### config.mk
export PLATFORM = sky130hd
export DESIGN_NAME = proc_sparing_mgr
export DESIGN_NICKNAME = d
export VERILOG_FILES = /design/src/rtl/sparing_pkg.sv /design/src/rtl/spare_role_table.sv /design/src/rtl/spare_pick.sv /design/src/rtl/spare_sequencer.sv /design/src/rtl/proc_sparing_mgr.sv
export SDC_FILE = /design/constraint.sdc
export NUM_CORES = 1
export LEC_CHECK = 0
export ABC_AREA = 1
export BUFFER_PORTS_ARGS = -buffer_cell sky130_fd_sc_hd__buf_2
export CAP_MARGIN = 25
export CORE_MARGIN = 2
export CORE_UTILIZATION = 60
export CTS_BUF_LIST = sky130_fd_sc_hd__clkbuf_4
export DETAILED_ROUTE_END_ITERATION = 6
export PLACE_DENSITY = 0.78
export SETUP_SLACK_MARGIN = 0.3
export SYNTH_ARGS = -nofsm -noshare
export SYNTH_HDL_FRONTEND = slang
export SYNTH_SLANG_ARGS = --single-unit
export TNS_END_PERCENT = 30
### constraint.sdc
create_clock -name clk -period 3.8 [get_ports clk]
set_input_delay 0.38 -clock clk [delete_from_list [all_inputs] [get_ports clk]]
set_output_delay 0.38 -clock clk [all_outputs]
set_load 0.02 [all_outputs]
### src/rtl/sparing_pkg.sv
// Package: shared role and event codes for the processor sparing manager.
// Assumes: role codes are decoded by software through the query port, so
// their values are fixed.
package sparing_pkg;

    typedef enum logic [1:0] {
        ROLE_CP     = 2'd0,
        ROLE_ASSIST = 2'd1,
        ROLE_SPARE  = 2'd2,
        ROLE_FAILED = 2'd3
    } role_t;

    typedef enum logic [2:0] {
        EV_CP_SPARED      = 3'd0,
        EV_ASSIST_SPARED  = 3'd1,
        EV_ASSIST_FROM_CP = 3'd2,
        EV_CP_LOST        = 3'd3,
        EV_RETIRED        = 3'd4
    } evt_kind_t;

endpackage

### src/rtl/spare_role_table.sv
// Module: spare_role_table
// Holds one role and one number per physical unit. The entries load from
// parameters at reset. There are two write ports. The move port writes a
// new role and number into one unit. The fail port writes the failed role
// into another unit.
// Assumes: the sequencer never points both ports at the same unit in the
// same cycle.
module spare_role_table #(
    parameter int N  = 16,
    parameter int UW = 4,
    parameter int NW = 4,
    parameter logic [2*N-1:0]  INIT_ROLES = '0,
    parameter logic [NW*N-1:0] INIT_NUMS  = '0
) (
    input  logic                 clk,
    input  logic                 rst_n,
    input  logic                 upd_en,
    input  logic [UW-1:0]        upd_unit,
    input  logic                 mov_en,
    input  logic [UW-1:0]        mov_unit,
    input  logic [1:0]           mov_role,
    input  logic [NW-1:0]        mov_num,
    output logic [N-1:0][1:0]    roles_o,
    output logic [N-1:0][NW-1:0] nums_o
);
    import sparing_pkg::*;

    for (genvar g = 0; g < N; g++) begin : g_entry
        logic [1:0]    role_q;
        logic [NW-1:0] num_q;

        // Entry update: load at reset, take a move, or take a failure.
        always_ff @(posedge clk) begin
            if (!rst_n) begin
                role_q <= INIT_ROLES[2*g +: 2];
                num_q  <= INIT_NUMS[NW*g +: NW];
            end else if (mov_en && (mov_unit == UW'(g))) begin
                role_q <= mov_role;
                num_q  <= mov_num;
            end else if (upd_en && (upd_unit == UW'(g))) begin
                role_q <= ROLE_FAILED;
            end
        end

        assign roles_o[g] = role_q;
        assign nums_o[g]  = num_q;

        // once an entry has failed it never comes back.
        p_failed_stays_r5: assert property (@(posedge clk) disable iff (!rst_n)
            (role_q == ROLE_FAILED) |=> (role_q == ROLE_FAILED));
    end

    // the replacement is never the unit being retired.
    p_no_clash_r5: assert property (@(posedge clk) disable iff (!rst_n)
        (mov_en && upd_en) |-> (mov_unit != upd_unit));

endmodule

### src/rtl/spare_pick.sv
// Module: spare_pick
// Purely combinational search over the role table. It returns the
// lowest-numbered spare unit and the highest-numbered active logical
// processor.
// Assumes: role codes come from sparing_pkg.
module spare_pick #(
    parameter int N  = 16,
    parameter int UW = 4
) (
    input  logic [N-1:0][1:0] roles_i,
    output logic              spare_found,
    output logic [UW-1:0]     spare_idx,
    output logic              cp_found,
    output logic [UW-1:0]     cp_idx
);
    import sparing_pkg::*;

    // Lowest spare: scan downward so the last hit is the smallest index.
    always_comb begin
        spare_found = 1'b0;
        spare_idx   = '0;
        for (int i = N - 1; i >= 0; i--) begin
            if (roles_i[i] == ROLE_SPARE) begin
                spare_found = 1'b1;
                spare_idx   = UW'(i);
            end
        end
    end

    // Highest logical processor: scan upward so the last hit is the largest index.
    always_comb begin
        cp_found = 1'b0;
        cp_idx   = '0;
        for (int i = 0; i < N; i++) begin
            if (roles_i[i] == ROLE_CP) begin
                cp_found = 1'b1;
                cp_idx   = UW'(i);
            end
        end
    end

endmodule

### src/rtl/spare_sequencer.sv
// Module: spare_sequencer
// Takes one failure report at a time and keeps it for PROC_CYCLES cycles.
// In the last of those cycles it decides the outcome. It then updates the
// table and emits a registered one-cycle event.
// Assumes: PROC_CYCLES >= 1. The role table does not change while busy.
module spare_sequencer #(
    parameter int N           = 16,
    parameter int UW          = 4,
    parameter int NW          = 4,
    parameter int PROC_CYCLES = 4
) (
    input  logic                 clk,
    input  logic                 rst_n,
    input  logic                 fail_valid,
    input  logic [UW-1:0]        fail_unit,
    output logic                 fail_ready,
    input  logic [N-1:0][1:0]    roles_i,
    input  logic [N-1:0][NW-1:0] nums_i,
    input  logic                 spare_found,
    input  logic [UW-1:0]        spare_idx,
    input  logic                 cp_found,
    input  logic [UW-1:0]        cp_idx,
    output logic                 upd_en,
    output logic [UW-1:0]        upd_unit,
    output logic                 mov_en,
    output logic [UW-1:0]        mov_unit,
    output logic [1:0]           mov_role,
    output logic [NW-1:0]        mov_num,
    output logic                 evt_valid,
    output logic [2:0]           evt_kind,
    output logic [UW-1:0]        evt_old_unit,
    output logic [UW-1:0]        evt_new_unit,
    output logic [NW-1:0]        evt_num,
    output logic                 restore_req,
    output logic                 unrecoverable
);
    import sparing_pkg::*;

    localparam int CW = $clog2(PROC_CYCLES + 1);

    logic          busy_q;
    logic [CW-1:0] cnt_q;
    logic [UW-1:0] cur_q;
    logic          commit;

    role_t         cur_role;
    logic [NW-1:0] cur_num;

    logic          dec_evt, dec_fail, dec_mov, dec_lost, dec_restore;
    evt_kind_t     dec_kind;
    logic [UW-1:0] dec_new;
    logic [NW-1:0] dec_num;
    role_t         dec_mov_role;
    logic [NW-1:0] dec_mov_num;

    evt_kind_t     evt_kind_q;
    logic          unrec_q;

    assign fail_ready = !busy_q;
    assign commit     = busy_q && (cnt_q == '0);
    assign cur_role   = role_t'(roles_i[cur_q]);
    assign cur_num    = nums_i[cur_q];

    // Report intake and processing countdown.
    always_ff @(posedge clk) begin
        if (!rst_n) begin
            busy_q <= 1'b0;
            cnt_q  <= '0;
            cur_q  <= '0;
        end else if (!busy_q) begin
            if (fail_valid) begin
                busy_q <= 1'b1;
                cnt_q  <= CW'(PROC_CYCLES - 1);
                cur_q  <= fail_unit;
            end
        end else if (cnt_q == '0) begin
            busy_q <= 1'b0;
        end else begin
            cnt_q <= cnt_q - 1'b1;
        end
    end

    // Outcome decision for the unit under processing.
    always_comb begin
        dec_evt      = 1'b0;
        dec_fail     = 1'b0;
        dec_mov      = 1'b0;
        dec_lost     = 1'b0;
        dec_restore  = 1'b0;
        dec_kind     = EV_RETIRED;
        dec_new      = cur_q;
        dec_num      = cur_num;
        dec_mov_role = ROLE_CP;
        dec_mov_num  = cur_num;
        unique case (cur_role)
            ROLE_CP: begin
                dec_evt  = 1'b1;
                dec_fail = 1'b1;
                if (spare_found) begin
                    dec_mov     = 1'b1;
                    dec_restore = 1'b1;
                    dec_kind    = EV_CP_SPARED;
                    dec_new     = spare_idx;
                end else begin
                    dec_lost = 1'b1;
                    dec_kind = EV_CP_LOST;
                end
            end
            ROLE_ASSIST: begin
                dec_evt      = 1'b1;
                dec_fail     = 1'b1;
                dec_mov_role = ROLE_ASSIST;
                if (spare_found) begin
                    dec_mov  = 1'b1;
                    dec_kind = EV_ASSIST_SPARED;
                    dec_new  = spare_idx;
                end else if (cur_num == '0) begin
                    if (cp_found) begin
                        dec_mov     = 1'b1;
                        dec_kind    = EV_ASSIST_FROM_CP;
                        dec_new     = cp_idx;
                        dec_num     = nums_i[cp_idx];
                        dec_mov_num = '0;
                    end else begin
                        dec_lost = 1'b1;
                        dec_kind = EV_CP_LOST;
                    end
                end
            end
            ROLE_SPARE: begin
                dec_evt  = 1'b1;
                dec_fail = 1'b1;
            end
            default: begin
                dec_evt = 1'b0;
            end
        endcase
    end

    assign upd_en   = commit && dec_fail;
    assign upd_unit = cur_q;
    assign mov_en   = commit && dec_mov;
    assign mov_unit = dec_new;
    assign mov_role = dec_mov_role;
    assign mov_num  = dec_mov_num;

    // Registered event outputs, one pulse per completed report.
    always_ff @(posedge clk) begin
        if (!rst_n) begin
            evt_valid    <= 1'b0;
            evt_kind_q   <= EV_CP_SPARED;
            evt_old_unit <= '0;
            evt_new_unit <= '0;
            evt_num      <= '0;
            restore_req  <= 1'b0;
        end else begin
            evt_valid   <= commit && dec_evt;
            restore_req <= commit && dec_restore;
            if (commit && dec_evt) begin
                evt_kind_q   <= dec_kind;
                evt_old_unit <= cur_q;
                evt_new_unit <= dec_new;
                evt_num      <= dec_num;
            end
        end
    end

    // Sticky loss flag.
    always_ff @(posedge clk) begin
        if (!rst_n) unrec_q <= 1'b0;
        else if (commit && dec_lost) unrec_q <= 1'b1;
    end

    assign evt_kind      = evt_kind_q;
    assign unrecoverable = unrec_q;

    // Busy run-length counter, used only by the window check.
    logic [CW-1:0] run_q;
    always_ff @(posedge clk) begin
        if (!rst_n || !busy_q) run_q <= '0;
        else if (run_q != CW'(PROC_CYCLES)) run_q <= run_q + 1'b1;
    end

    p_ready_drop_r3: assert property (@(posedge clk) disable iff (!rst_n)
        (fail_valid && fail_ready) |=> !fail_ready);
    p_busy_len_r3: assert property (@(posedge clk) disable iff (!rst_n)
        busy_q |-> (run_q < CW'(PROC_CYCLES)));
    p_pick_spare_r4: assert property (@(posedge clk) disable iff (!rst_n)
        spare_found |-> (roles_i[spare_idx] == ROLE_SPARE));
    p_restore_kind_r4: assert property (@(posedge clk) disable iff (!rst_n)
        restore_req |-> (evt_valid && (evt_kind_q == EV_CP_SPARED)));
    p_convert_src_r7: assert property (@(posedge clk) disable iff (!rst_n)
        (mov_en && (dec_kind == EV_ASSIST_FROM_CP)) |-> (roles_i[mov_unit] == ROLE_CP));
    p_unrec_sticky_r8: assert property (@(posedge clk) disable iff (!rst_n)
        unrecoverable |=> unrecoverable);
    p_evt_pulse_r10: assert property (@(posedge clk) disable iff (!rst_n)
        evt_valid |=> !evt_valid);

endmodule

### src/rtl/proc_sparing_mgr.sv
// Module: proc_sparing_mgr (top)
// Transparent processor sparing manager. It ties together the role table,
// the spare/processor search and the report sequencer. It also provides a
// combinational query port into the table.
// Assumes: NUM_UNITS is a power of two, and the parameter tables hold
// valid role codes.
module proc_sparing_mgr #(
    parameter int NUM_UNITS   = 16,
    parameter int NUM_W       = 4,
    parameter int PROC_CYCLES = 4,
    parameter logic [2*NUM_UNITS-1:0]     INIT_ROLES = 32'h6A01_4000,
    parameter logic [NUM_W*NUM_UNITS-1:0] INIT_NUMS  = 64'h2000_9871_0654_3210,
    localparam int UW = $clog2(NUM_UNITS)
) (
    input  logic             clk,
    input  logic             rst_n,
    input  logic             fail_valid,
    input  logic [UW-1:0]    fail_unit,
    output logic             fail_ready,
    input  logic [UW-1:0]    qry_unit,
    output logic [1:0]       qry_role,
    output logic [NUM_W-1:0] qry_num,
    output logic             evt_valid,
    output logic [2:0]       evt_kind,
    output logic [UW-1:0]    evt_old_unit,
    output logic [UW-1:0]    evt_new_unit,
    output logic [NUM_W-1:0] evt_num,
    output logic             restore_req,
    output logic             unrecoverable
);
    logic [NUM_UNITS-1:0][1:0]       roles;
    logic [NUM_UNITS-1:0][NUM_W-1:0] nums;
    logic             spare_found, cp_found;
    logic [UW-1:0]    spare_idx, cp_idx;
    logic             upd_en, mov_en;
    logic [UW-1:0]    upd_unit, mov_unit;
    logic [1:0]       mov_role;
    logic [NUM_W-1:0] mov_num;

    spare_role_table #(
        .N(NUM_UNITS), .UW(UW), .NW(NUM_W),
        .INIT_ROLES(INIT_ROLES), .INIT_NUMS(INIT_NUMS)
    ) u_table (
        .clk(clk), .rst_n(rst_n),
        .upd_en(upd_en), .upd_unit(upd_unit),
        .mov_en(mov_en), .mov_unit(mov_unit),
        .mov_role(mov_role), .mov_num(mov_num),
        .roles_o(roles), .nums_o(nums)
    );

    spare_pick #(.N(NUM_UNITS), .UW(UW)) u_pick (
        .roles_i(roles),
        .spare_found(spare_found), .spare_idx(spare_idx),
        .cp_found(cp_found), .cp_idx(cp_idx)
    );

    spare_sequencer #(
        .N(NUM_UNITS), .UW(UW), .NW(NUM_W), .PROC_CYCLES(PROC_CYCLES)
    ) u_seq (
        .clk(clk), .rst_n(rst_n),
        .fail_valid(fail_valid), .fail_unit(fail_unit), .fail_ready(fail_ready),
        .roles_i(roles), .nums_i(nums),
        .spare_found(spare_found), .spare_idx(spare_idx),
        .cp_found(cp_found), .cp_idx(cp_idx),
        .upd_en(upd_en), .upd_unit(upd_unit),
        .mov_en(mov_en), .mov_unit(mov_unit),
        .mov_role(mov_role), .mov_num(mov_num),
        .evt_valid(evt_valid), .evt_kind(evt_kind),
        .evt_old_unit(evt_old_unit), .evt_new_unit(evt_new_unit),
        .evt_num(evt_num), .restore_req(restore_req),
        .unrecoverable(unrecoverable)
    );

    // Query port: direct read of the table.
    assign qry_role = roles[qry_unit];
    assign qry_num  = nums[qry_unit];

endmodule

# Yosys cells after proc, flatten, opt, wreduce, memory -nomap -nowiden
# Index checks and enable logic that the tools add are counted.
# classes
add_sub_neg,1
div,0
eq_ne,49
n_lt_le_gt_ge,3
n_mul,0
n_bitwise,1
n_reduce_logical,79
n_shift,0
muxes,142
# ops
op,count
$mux 4,39
$mux 2,37
$eq 4x4->1 const B,16
$bmux 4 s4,3
$mux 1,48
$logic_and 1x1->1,37
$eq 2x2->1 const B,17
$logic_not 2->1,17
$reduce_bool 2->1,17
$eq 4x3->1 const B,8
$mux 3,9
$bmux 2 s4,2
$eq 4x2->1 const B,4
$lt 4x5->1 const B,3
$logic_not 4->1,3
$eq 4x1->1 const B,2
$pmux 4 s2,1
$pmux 3 s2,1
$pmux 1 s2,2
$reduce_and 2->1,2
$logic_not 3->1,1
$reduce_or 3->1,1
$sub 3x1->3 const B,1
$eq 2x1->1 const B,1
other kinds (3),3
# totals
romBits,0
elab_cells,317
latch_bits,0
ramBits,0
reg_bits,122
n_memories,0

# Depth between registers and ports, before layout
# Gate-level depths: netlist of the first run.
# depth
ltp_word,24
ltp_mapped,26

# Modules after synthesis
# From an unflattened synthesis of the first run, not the netlist that was laid out.
# unflattened
cells_unflattened,1503
hier_area_um2,8504.4
# by_module_without_submodules
mod,instances,seq_area_each_um2,area_each_um2,cells_each
spare_role_table,1,1921.8,3743.6,522
spare_sequencer,1,520.5,3024.2,563
proc_sparing_mgr,1,0.0,1209.9,291
spare_pick,1,0.0,526.8,127

# Worst setup path after synthesis of the first run
# OpenSTA, ideal clock, no wires.
# synth_path
path_kind,register to register
start,reg u_seq.cur_q[1] (netlist: u_seq.upd_unit[1])
end,reg u_table.g_entry[1].num_q[0]
arrival_time_ps,2518
stages_incl_launch_ff,23
setup_time_ps,130
slack_ps,1152
t_required_ps,3670
cell_sequence,dfxtp_1 -> buf_4 -> nand2_2 -> buf_4 -> nor2_1 -> a21oi_1 -> nand2_1 -> nand2_1 -> nand2_1 -> nor2_1 -> nand2_1 -> nor2_4 -> nand2_1 -> a21oi_1 -> nand2_1 -> nand2_1 -> nand2_2 -> nand2_8 -> nand2_4 -> buf_6 -> buf_6 -> nand4_1 -> nand3_1
# synth_between
elab_chain_len,8
# synth_lines
element,line,source
start: declaration,spare_sequencer.sv:43,logic [UW-1:0] cur_q;
start signal: assignment,spare_sequencer.sv:74,cur_q <= fail_unit;
$bmux 4 s4,spare_sequencer.sv:62,assign cur_num = nums_i[cur_q];
$mux 4 (not written as such),spare_sequencer.sv:62,
$logic_not 4->1,spare_sequencer.sv:117,end else if (cur_num == '0) begin
$mux 4 / $mux 1 (equally long branches),spare_sequencer.sv:117,
$mux 4 / $mux 1 (equally long branches),spare_sequencer.sv:113,if (spare_found) begin
$pmux 4 s2 / $pmux 1 s2 (equally long branches),spare_sequencer.sv:95,unique case (cur_role)
$eq 4x1->1 / $logic_and 1x1->1 (equally long branches),"spare_role_table.sv:37, spare_sequencer.sv:142",
$logic_and 1x1->1,spare_role_table.sv:37,end else if (mov_en && (mov_unit == UW'(g))) begin
end signal: assignment,spare_role_table.sv:36,num_q <= INIT_NUMS[NW*g +: NW];
end signal: assignment,spare_role_table.sv:39,num_q <= mov_num;
end: declaration,spare_role_table.sv:30,logic [NW-1:0] num_q;
# Parallel ways exist; a longest one is shown, timed or not. The select of a mux whose other input is x is not followed.
# A chain may end at the register's enable or synchronous reset.

# Final worst setup path of the first run
# layout_path
start,reg u_seq.cur_q[1] (netlist: u_seq.upd_unit[1])
end,reg u_table.g_entry[11].num_q[2]
# layout_between
elab_chain_len,8
# layout_lines
element,line
$bmux 4 s4,spare_sequencer.sv:62
$mux 4 (not written as such),spare_sequencer.sv:62
$logic_not 4->1,spare_sequencer.sv:117
$mux 4 / $mux 1 (equally long branches),spare_sequencer.sv:117
$mux 4 / $mux 1 (equally long branches),spare_sequencer.sv:113
$pmux 4 s2 / $pmux 1 s2 (equally long branches),spare_sequencer.sv:95
$eq 4x4->1 / $logic_and 1x1->1 (equally long branches),"spare_role_table.sv:37, spare_sequencer.sv:142"
$logic_and 1x1->1,spare_role_table.sv:37
end signal: assignment,spare_role_table.sv:36
end signal: assignment,spare_role_table.sv:39
end: declaration,spare_role_table.sv:30
# Parallel ways exist; a longest one is shown, timed or not. The select of a mux whose other input is x is not followed.

==> results of run 1 <==
==> routing by layer <==
| layer | vias to the layer above | global-route usage (%) |
|---|---|---|
| li1 | 4478 | - |
| met1 | 4233 | 56.7 |
| met2 | 696 | 59.8 |
| met3 | 122 | 8.40 |
| met4 | 0 | 17.5 |
| met5 | - | 0 |
==> layout make-up <==
cell class | instances | area [µm²]
multi-input cells | 998 | 4780
fillers | 1287 | 4300
flip-flops and latches | 122 | 2450
inverters | 177 | 668
repair buffers | 70 | 473
clock inverters | 14 | 221
well taps | 176 | 220
clock buffers | 18 | 135
diodes | 1 | 2.50
==> repair_timing <==
item	in CTS	in global routing
hold buffers	0	0
resized for setup	1	15
pin swaps	0	4
endpoints found under the setup margin	6	97
setup buffers	0	8
==> worst max-delay path, stage by stage, from the launching register on <==
cell     delay (ps)
dfxtp_4         440
inv_2            70
nand2_1          90
buf_8           200
o22ai_1         100
o21ai_0         170
nand2_1         110
nor2_1          140
nand2_1         130
nor2_4          210
nand4_1         120
nand2_1          80
nand2_1          90
nand2_1         120
nand2_1         140
nor2_4          320
buf_4           210
nand3_2         170
nand2_1         120
nand2_1          50
nor2_1          110
==> logic make-up after synthesis <==
family | after synthesis | share of synthesized area (%)
and+or+nand+nor | 748 | 40.7
adders and majority gates | 2 | 0.307
AOI/OAI and AO/OA | 248 | 17.1
buffers and inverters | 243 | 11.9
DFF | 122 | 30.0
==> path summary, 6_finish.rpt <==
| check | end | cells after the start |
|---|---|---|
| setup / recovery | u_table.g_entry[11].num_q[2] | 20 |
| hold / removal | u_seq.upd_unit[3] | 3 |
| setup reg to reg | u_table.g_entry[11].num_q[2] | 20 |
| hold reg to reg | u_seq.unrecoverable | 2 |
==> metrics by stage <==
| stage | area [µm²] | hold slack, ps | total power, mW | setup WS (ps) |
|---|---|---|---|---|
| 2_1_floorplan | 8150 | 429 | 1.97 | 1150 |
| 3_3_place_gp | 8460 | 436 | 2.20 | 344 |
| 3_5_place_dp | 8460 | 442 | 2.21 | 337 |
| 4_1_cts | 8820 | 64.4 | 3.36 | 299 |
| 5_1_grt | 8950 | 78.4 | 3.55 | 270 |
| 6_report | 8950 | 88.9 | 3.42 | 536 |
==> cells in the final DEF, fill, tap and decap left out, types with 3 or more instances in the layout <==
cell | Yosys | final
a21oi_1 | 84 | 83
a22oi_1 | 7 | 7
buf_2 | 7 | 34
buf_4 | 7 | 33
bufinv_16 | 0 | 5
clkbuf_4 | 0 | 18
clkinv_1 | 7 | 7
clkinv_4 | 0 | 4
clkinvlp_4 | 0 | 3
dfxtp_1 | 122 | 120
inv_1 | 159 | 159
inv_2 | 11 | 9
nand2_1 | 347 | 347
nand3_1 | 119 | 119
nand3_2 | 7 | 6
nand3_4 | 3 | 4
nand4_1 | 26 | 26
nand4_4 | 5 | 5
nor2_1 | 216 | 214
nor2_2 | 4 | 3
nor2_4 | 5 | 8
nor3_1 | 3 | 3
o211ai_1 | 18 | 18
o21ai_0 | 91 | 91
o21ai_1 | 5 | 5
o21bai_1 | 3 | 3
o221ai_1 | 9 | 9
o22ai_1 | 27 | 27
==> state kept, by name (all words and copies together), names as in the netlist <==
signal	flops
u_seq.evt_num	4
u_seq.evt_new_unit	4
u_seq.upd_unit	4
u_seq.evt_old_unit	4
u_table.g_entry.num_q	64
u_seq.cnt_q	3
u_seq.evt_valid	1
u_seq.busy_q	1
u_seq.evt_kind	3
u_seq.restore_req	1
u_table.g_entry.role_q	32
u_seq.unrecoverable	1
==> power groups by stage <==
stage / Sequential [mW] / Combinational (mW) / Clock (mW)
floorplan: 1.39 / 0.579 / 0
global placement: 1.38 / 0.819 / 0
detailed placement: 1.38 / 0.824 / 0
CTS: 1.35 / 0.830 / 1.18
global route: 1.36 / 0.955 / 1.23
finish: 1.36 / 0.888 / 1.17
==> flow_metrics.py, run 1 <==
metrics = {
    "worst_setup_path": {
        "crit_start": "u_seq.upd_unit[1]",
        "start_kind": "flop",
        "cp_max_fo": 21,
        "crit_required_ps": 4330,
        "path_class": "reg2reg",
        "r2r_slack_ps": 540,
        "worstReg2RegStart": "u_seq.upd_unit[1]",
        "cp.arrival_ps": 3790,
        "worst_setup_path_end_kind": "flop",
    },
    "floorplanning": {
        "core_um2": 13200,
        "die_y_um": 121,
        "fp-row-count": 42,
        "die_x_um": 121,
        "ios": 36,
        "dieArea_um2": 14500,
        "initial_core_util_pct": 61.5,
    },
    "timing": {
        "tns_ps": 0,
        "rsz0062_at_grt": "no",
        "worstMarginPinSlew_ps": 833,
        "relSlewSlack_pct": 44.4,
        "finalClockSkew_ps": 25.3,
        "hold_viol_final": 0,
        "finalCritPeriodShare_pct": 85.9,
        "maxSlewViolCount": 0,
        "setup_viol": 0,
        "timing.final.crit_period_ps": 3260,
        "fmax_mhz": 306,
    },
    "grt": {
        "track_usage_pct": 40.4,
        "grt_max_degree": 82,
        "grt_antenna_before_repair": 1,
        "grt_pass1_vias": 8384,
        "grt_pass1_wl_mm": 45.1,
        "grt_overflow": 0,
    },
    "logic_synthesis": {
        "netlist_instances": 1363,
        "async_flop_share_pct": 0,
        "seq_area_frac_synth_pct": 30.0,
        "synth-seq-cells": 122,
        "synthDominantCellAreaShare_pct": 30.0,
        "yosysMostFrequentCell": "nand2_1",
        "syn_area_per_cell_um2": 5.98,
        "synth_ff_type": "dfxtp_1",
        "yosysWarnings": 0,
        "synth_commonest_cells": "nand2_1 (347), nor2_1 (216), inv_1 (159)",
        "yosys.area.top_type": "dfxtp_1",
        "synth_cell_type_count": 39,
        "netlist_area_um2": 8150,
        "synth_area_leaders": "dfxtp_1 (30%), nand2_1 (16%), nor2_1 (10%)",
        "synth_nets": 1376,
        "synth_edf_count": 0,
    },
    "worst_hold_path": {
        "hold_class": "in2reg",
        "hold_start": "fail_unit[3]",
    },
    "run_status": {
        "violations": "design-rule violations",
        "status": "finished, violations left",
    },
    "power": {
        "p_leak_nw": 4.64,
        "combPwrFrac_pct": 26.0,
        "clock_power_share_pct": 34.3,
        "vdd_drop_max_mv": 0.442,
        "p_int_mw": 2.16,
        "cellPowerDensity_nw_per_um2": 382,
        "pwr-share-seq_pct": 39.7,
        "p_switching_mw": 1.25,
        "swShare_pct": 36.7,
    },
    "detailed_routing": {
        "met2_length_mm": 12.3,
        "wl_met1_mm": 11.8,
        "drc_errors": 1,
        "met3WireLength_mm": 3.58,
        "finalWirelength_mm": 28.8,
        "num_vias": 9529,
        "routed.top_layer": "met4",
        "postRouteAntennaNets": 0,
        "drt_iter0_drc": 1419,
        "drt-pass1-iter-count": 7,
        "wire_per_inst_um": 18.3,
        "viasPerCell": 6.05,
    },
    "placement": {
        "dp.cells": 1535,
        "hpwlAfterDp_mm": 20.0,
        "gp_congestion": 1.01,
        "portBuffers": 35,
    },
    "cts": {
        "numCtsBuffers": 17,
        "htreeDepth": 4,
        "cts.sinks": 122,
        "clock_latency_ps": 600,
        "cts_root_buffer": "clkbuf_4",
        "clk_path_buf_depth": 2,
        "path_clk_slew_ps": 120,
        "cts_tree": "built",
    },
    "final_layout": {
        "drive_above_1_share_pct": 10.8,
        "area_delta_synth_final_pct": 9.83,
        "final_core_util_pct": 67.6,
        "fin_nets": 1399,
        "stdcell_count": 1576,
    },
    "flow_run": {
        "cap_violations": 0,
    },
}
(Power assumes the default switching activity.)
==> run 2, diff against run 1 <==
--- a/config.mk
+++ b/config.mk
@@ -10,7 +10,7 @@
 export CAP_MARGIN = 25
 export CORE_MARGIN = 2
 export CORE_UTILIZATION = 60
-export CTS_BUF_LIST = sky130_fd_sc_hd__clkbuf_4
+export CTS_BUF_LIST = sky130_fd_sc_hd__clkbuf_4 sky130_fd_sc_hd__clkbuf_8 sky130_fd_sc_hd__clkbuf_16
 export DETAILED_ROUTE_END_ITERATION = 6
 export PLACE_DENSITY = 0.78
 export SETUP_SLACK_MARGIN = 0.3
==> run 2 against run 1 <==
Register-to-register slack lost 30 ps. Worst hold slack improved by 130 ps. Global-route usage up 0.99 points. Power increased by 20%. Fmax fell by 1.1%. Via count rose by 0.86%. Routed wire length grew 3.4%. The run now ends clean. First-iteration DRC count grew 19%. Sequential share of layout area shrank 0.99 points. Critical path depth down 1. Sequential cell count unchanged. Critical path type unchanged.
==> flow_metrics.py, run 2 (synthesis gave the netlist of run 1 again) <==
metrics = {
    "timing": {
        "worstMarginPinSlew_ps": 866,
        "finalClockSkew_ps": 8.27,
        "relSlewSlack_pct": 42.3,
        "holdWs_ps": 221,
        "rsz0062_at_grt": "no",
        "hold_viol_final": 0,
        "setup_ws_ps": 501,
        "timing.final.crit_period_ps": 3300,
        "fmax_mhz": 303,
        "tns_ps": 0,
        "maxSlewViolCount": 0,
        "finalCritPeriodShare_pct": 86.8,
        "setup_viol": 0,
    },
    "placement": {
        "placed_area_um2": 8460,
        "portBuffers": 35,
        "pre_cts_ws_ps": 337,
        "gp_congestion": 1.01,
        "dp.cells": 1535,
        "hpwlAfterDp_mm": 20.0,
    },
    "worst_hold_path": {
        "hold_class": "in2reg",
    },
    "cts": {
        "cts.sinks": 122,
        "clk_path_buf_depth": 2,
        "numCtsBuffers": 17,
        "cts_root_buffer": "clkbuf_16",
        "cts_hold_buf": 0,
        "path_clk_slew_ps": 60,
        "cts_tree": "built",
        "htreeDepth": 4,
        "clock_latency_ps": 440,
    },
    "final_layout": {
        "finish.instance_area_um2": 9270,
        "top_regs": "u_table.g_entry.num_q: 64 flops, u_table.g_entry.role_q: 32 flops",
        "seqCellArea_um2": 2440,
        "fin_nets": 1401,
        "mostFrequentLayoutCells": "nand2_1 (347), nor2_1 (214), inv_1 (159)",
        "fillers": 1232,
        "largest_reg_flops": 64,
        "antennaDiodeCount": 0,
        "final_common_cell": "nand2_1",
        "area_delta_synth_final_pct": 13.9,
        "drive_above_1_share_pct": 10.9,
        "multi_input_area_um2": 4800,
        "final_core_util_pct": 70.0,
        "stdcell_count": 1577,
        "regMostFlops": "u_table.g_entry.num_q",
    },
    "detailed_routing": {
        "postRouteAntennaNets": 0,
        "drt-pass1-iter-count": 6,
        "viasPerCell": 6.09,
        "finalWirelength_mm": 29.8,
        "drc_errors": 0,
        "wire_per_inst_um": 18.9,
        "drt_iter0_drc": 1689,
        "num_vias": 9611,
    },
    "power": {
        "power_mw": 4.10,
        "p_leak_nw": 4.77,
        "vdd_drop_max_mv": 0.356,
        "cellPowerDensity_nw_per_um2": 442,
    },
    "worst_setup_path": {
        "path_class": "reg2reg",
        "cp.arrival_ps": 3630,
        "worst_setup_path_end_kind": "flop",
        "start_kind": "flop",
        "crit_required_ps": 4130,
        "cp_max_fo": 21,
    },
    "grt": {
        "grt_antenna_before_repair": 0,
        "track_usage_pct": 41.4,
        "grt_max_degree": 82,
        "grt_pass1_vias": 8589,
        "grt_pass1_wl_mm": 46.2,
        "grt_overflow": 0,
    },
    "floorplanning": {
        "fp-row-count": 42,
        "core_um2": 13200,
        "die_y_um": 121,
        "dieArea_um2": 14500,
        "ios": 36,
        "initial_core_util_pct": 61.5,
        "die_x_um": 121,
    },
    "run_status": {
        "status": "complete, no violations",
    },
    "flow_run": {
        "cap_violations": 0,
    },
}
## run 2: changes by cell type in the layout (fill, tap and decap cells not counted), moves of 2 or more
cell,change
clkbuf_16,+17
nor2_2,+2
clkbuf_4,-17
nand4_4,+2
nand4_2,-2
nor2_4,-2
## run 2: power breakdown
group / internal (mW) / switching (mW)
clock network: 1.17 / 0.668
registers: 1.32 / 0.0332
logic: 0.241 / 0.662
## run 2: layout make-up
cell class | instances | area share [%]
inverter | 177 | 7.18
tap | 176 | 2.37
timing repair buffer | 71 | 5.28
sequential | 122 | 26.4
clock buffer | 18 | 4.67
multi-input combinational | 999 | 51.8
clock inverter | 14 | 2.39
## run 2: final timing paths
path	start	endpoint	slack, ps	cells after the start
hold reg to reg	u_seq.unrecoverable	u_seq.unrecoverable	450	2
setup reg to reg	u_seq.upd_unit[1]	u_table.g_entry[10].num_q[0]	500	19
setup / recovery	u_seq.upd_unit[1]	u_table.g_entry[10].num_q[0]	500	19
hold / removal	fail_unit[2]	u_seq.upd_unit[2]	220	3
## run 2: timing repair
| item | 4_1_cts | 5_1_grt |
|---|---|---|
| endpoints found under the setup margin | 0 | 97 |
| resized for setup | 0 | 12 |
| setup buffers | 0 | 9 |
## run 2: metal layers
metal	vias up	track usage (%)	wire (µm)
li1	4477	-	-
met3	122	8.82	3850
met2	697	60.5	12700
met1	4315	57.5	11900
met5	-	0	0
met4	0	20.8	1350
## run 2: critical path, stage by stage, from the launching register on
cell and delay, ps:
dfxtp_2 450, inv_2 90, nand2_1 80, buf_6 220, o22ai_1 110, o21ai_0 170, nand2_1 110, nor2_1 140
nand2_1 130, nor2_4 230, nand4_1 120, nand2_1 80, nand2_1 90, nand2_1 120, nand2_1 140, nor2_4 270
buf_4 200, nand4_4 190, nor2_1 170, nor2_1 70
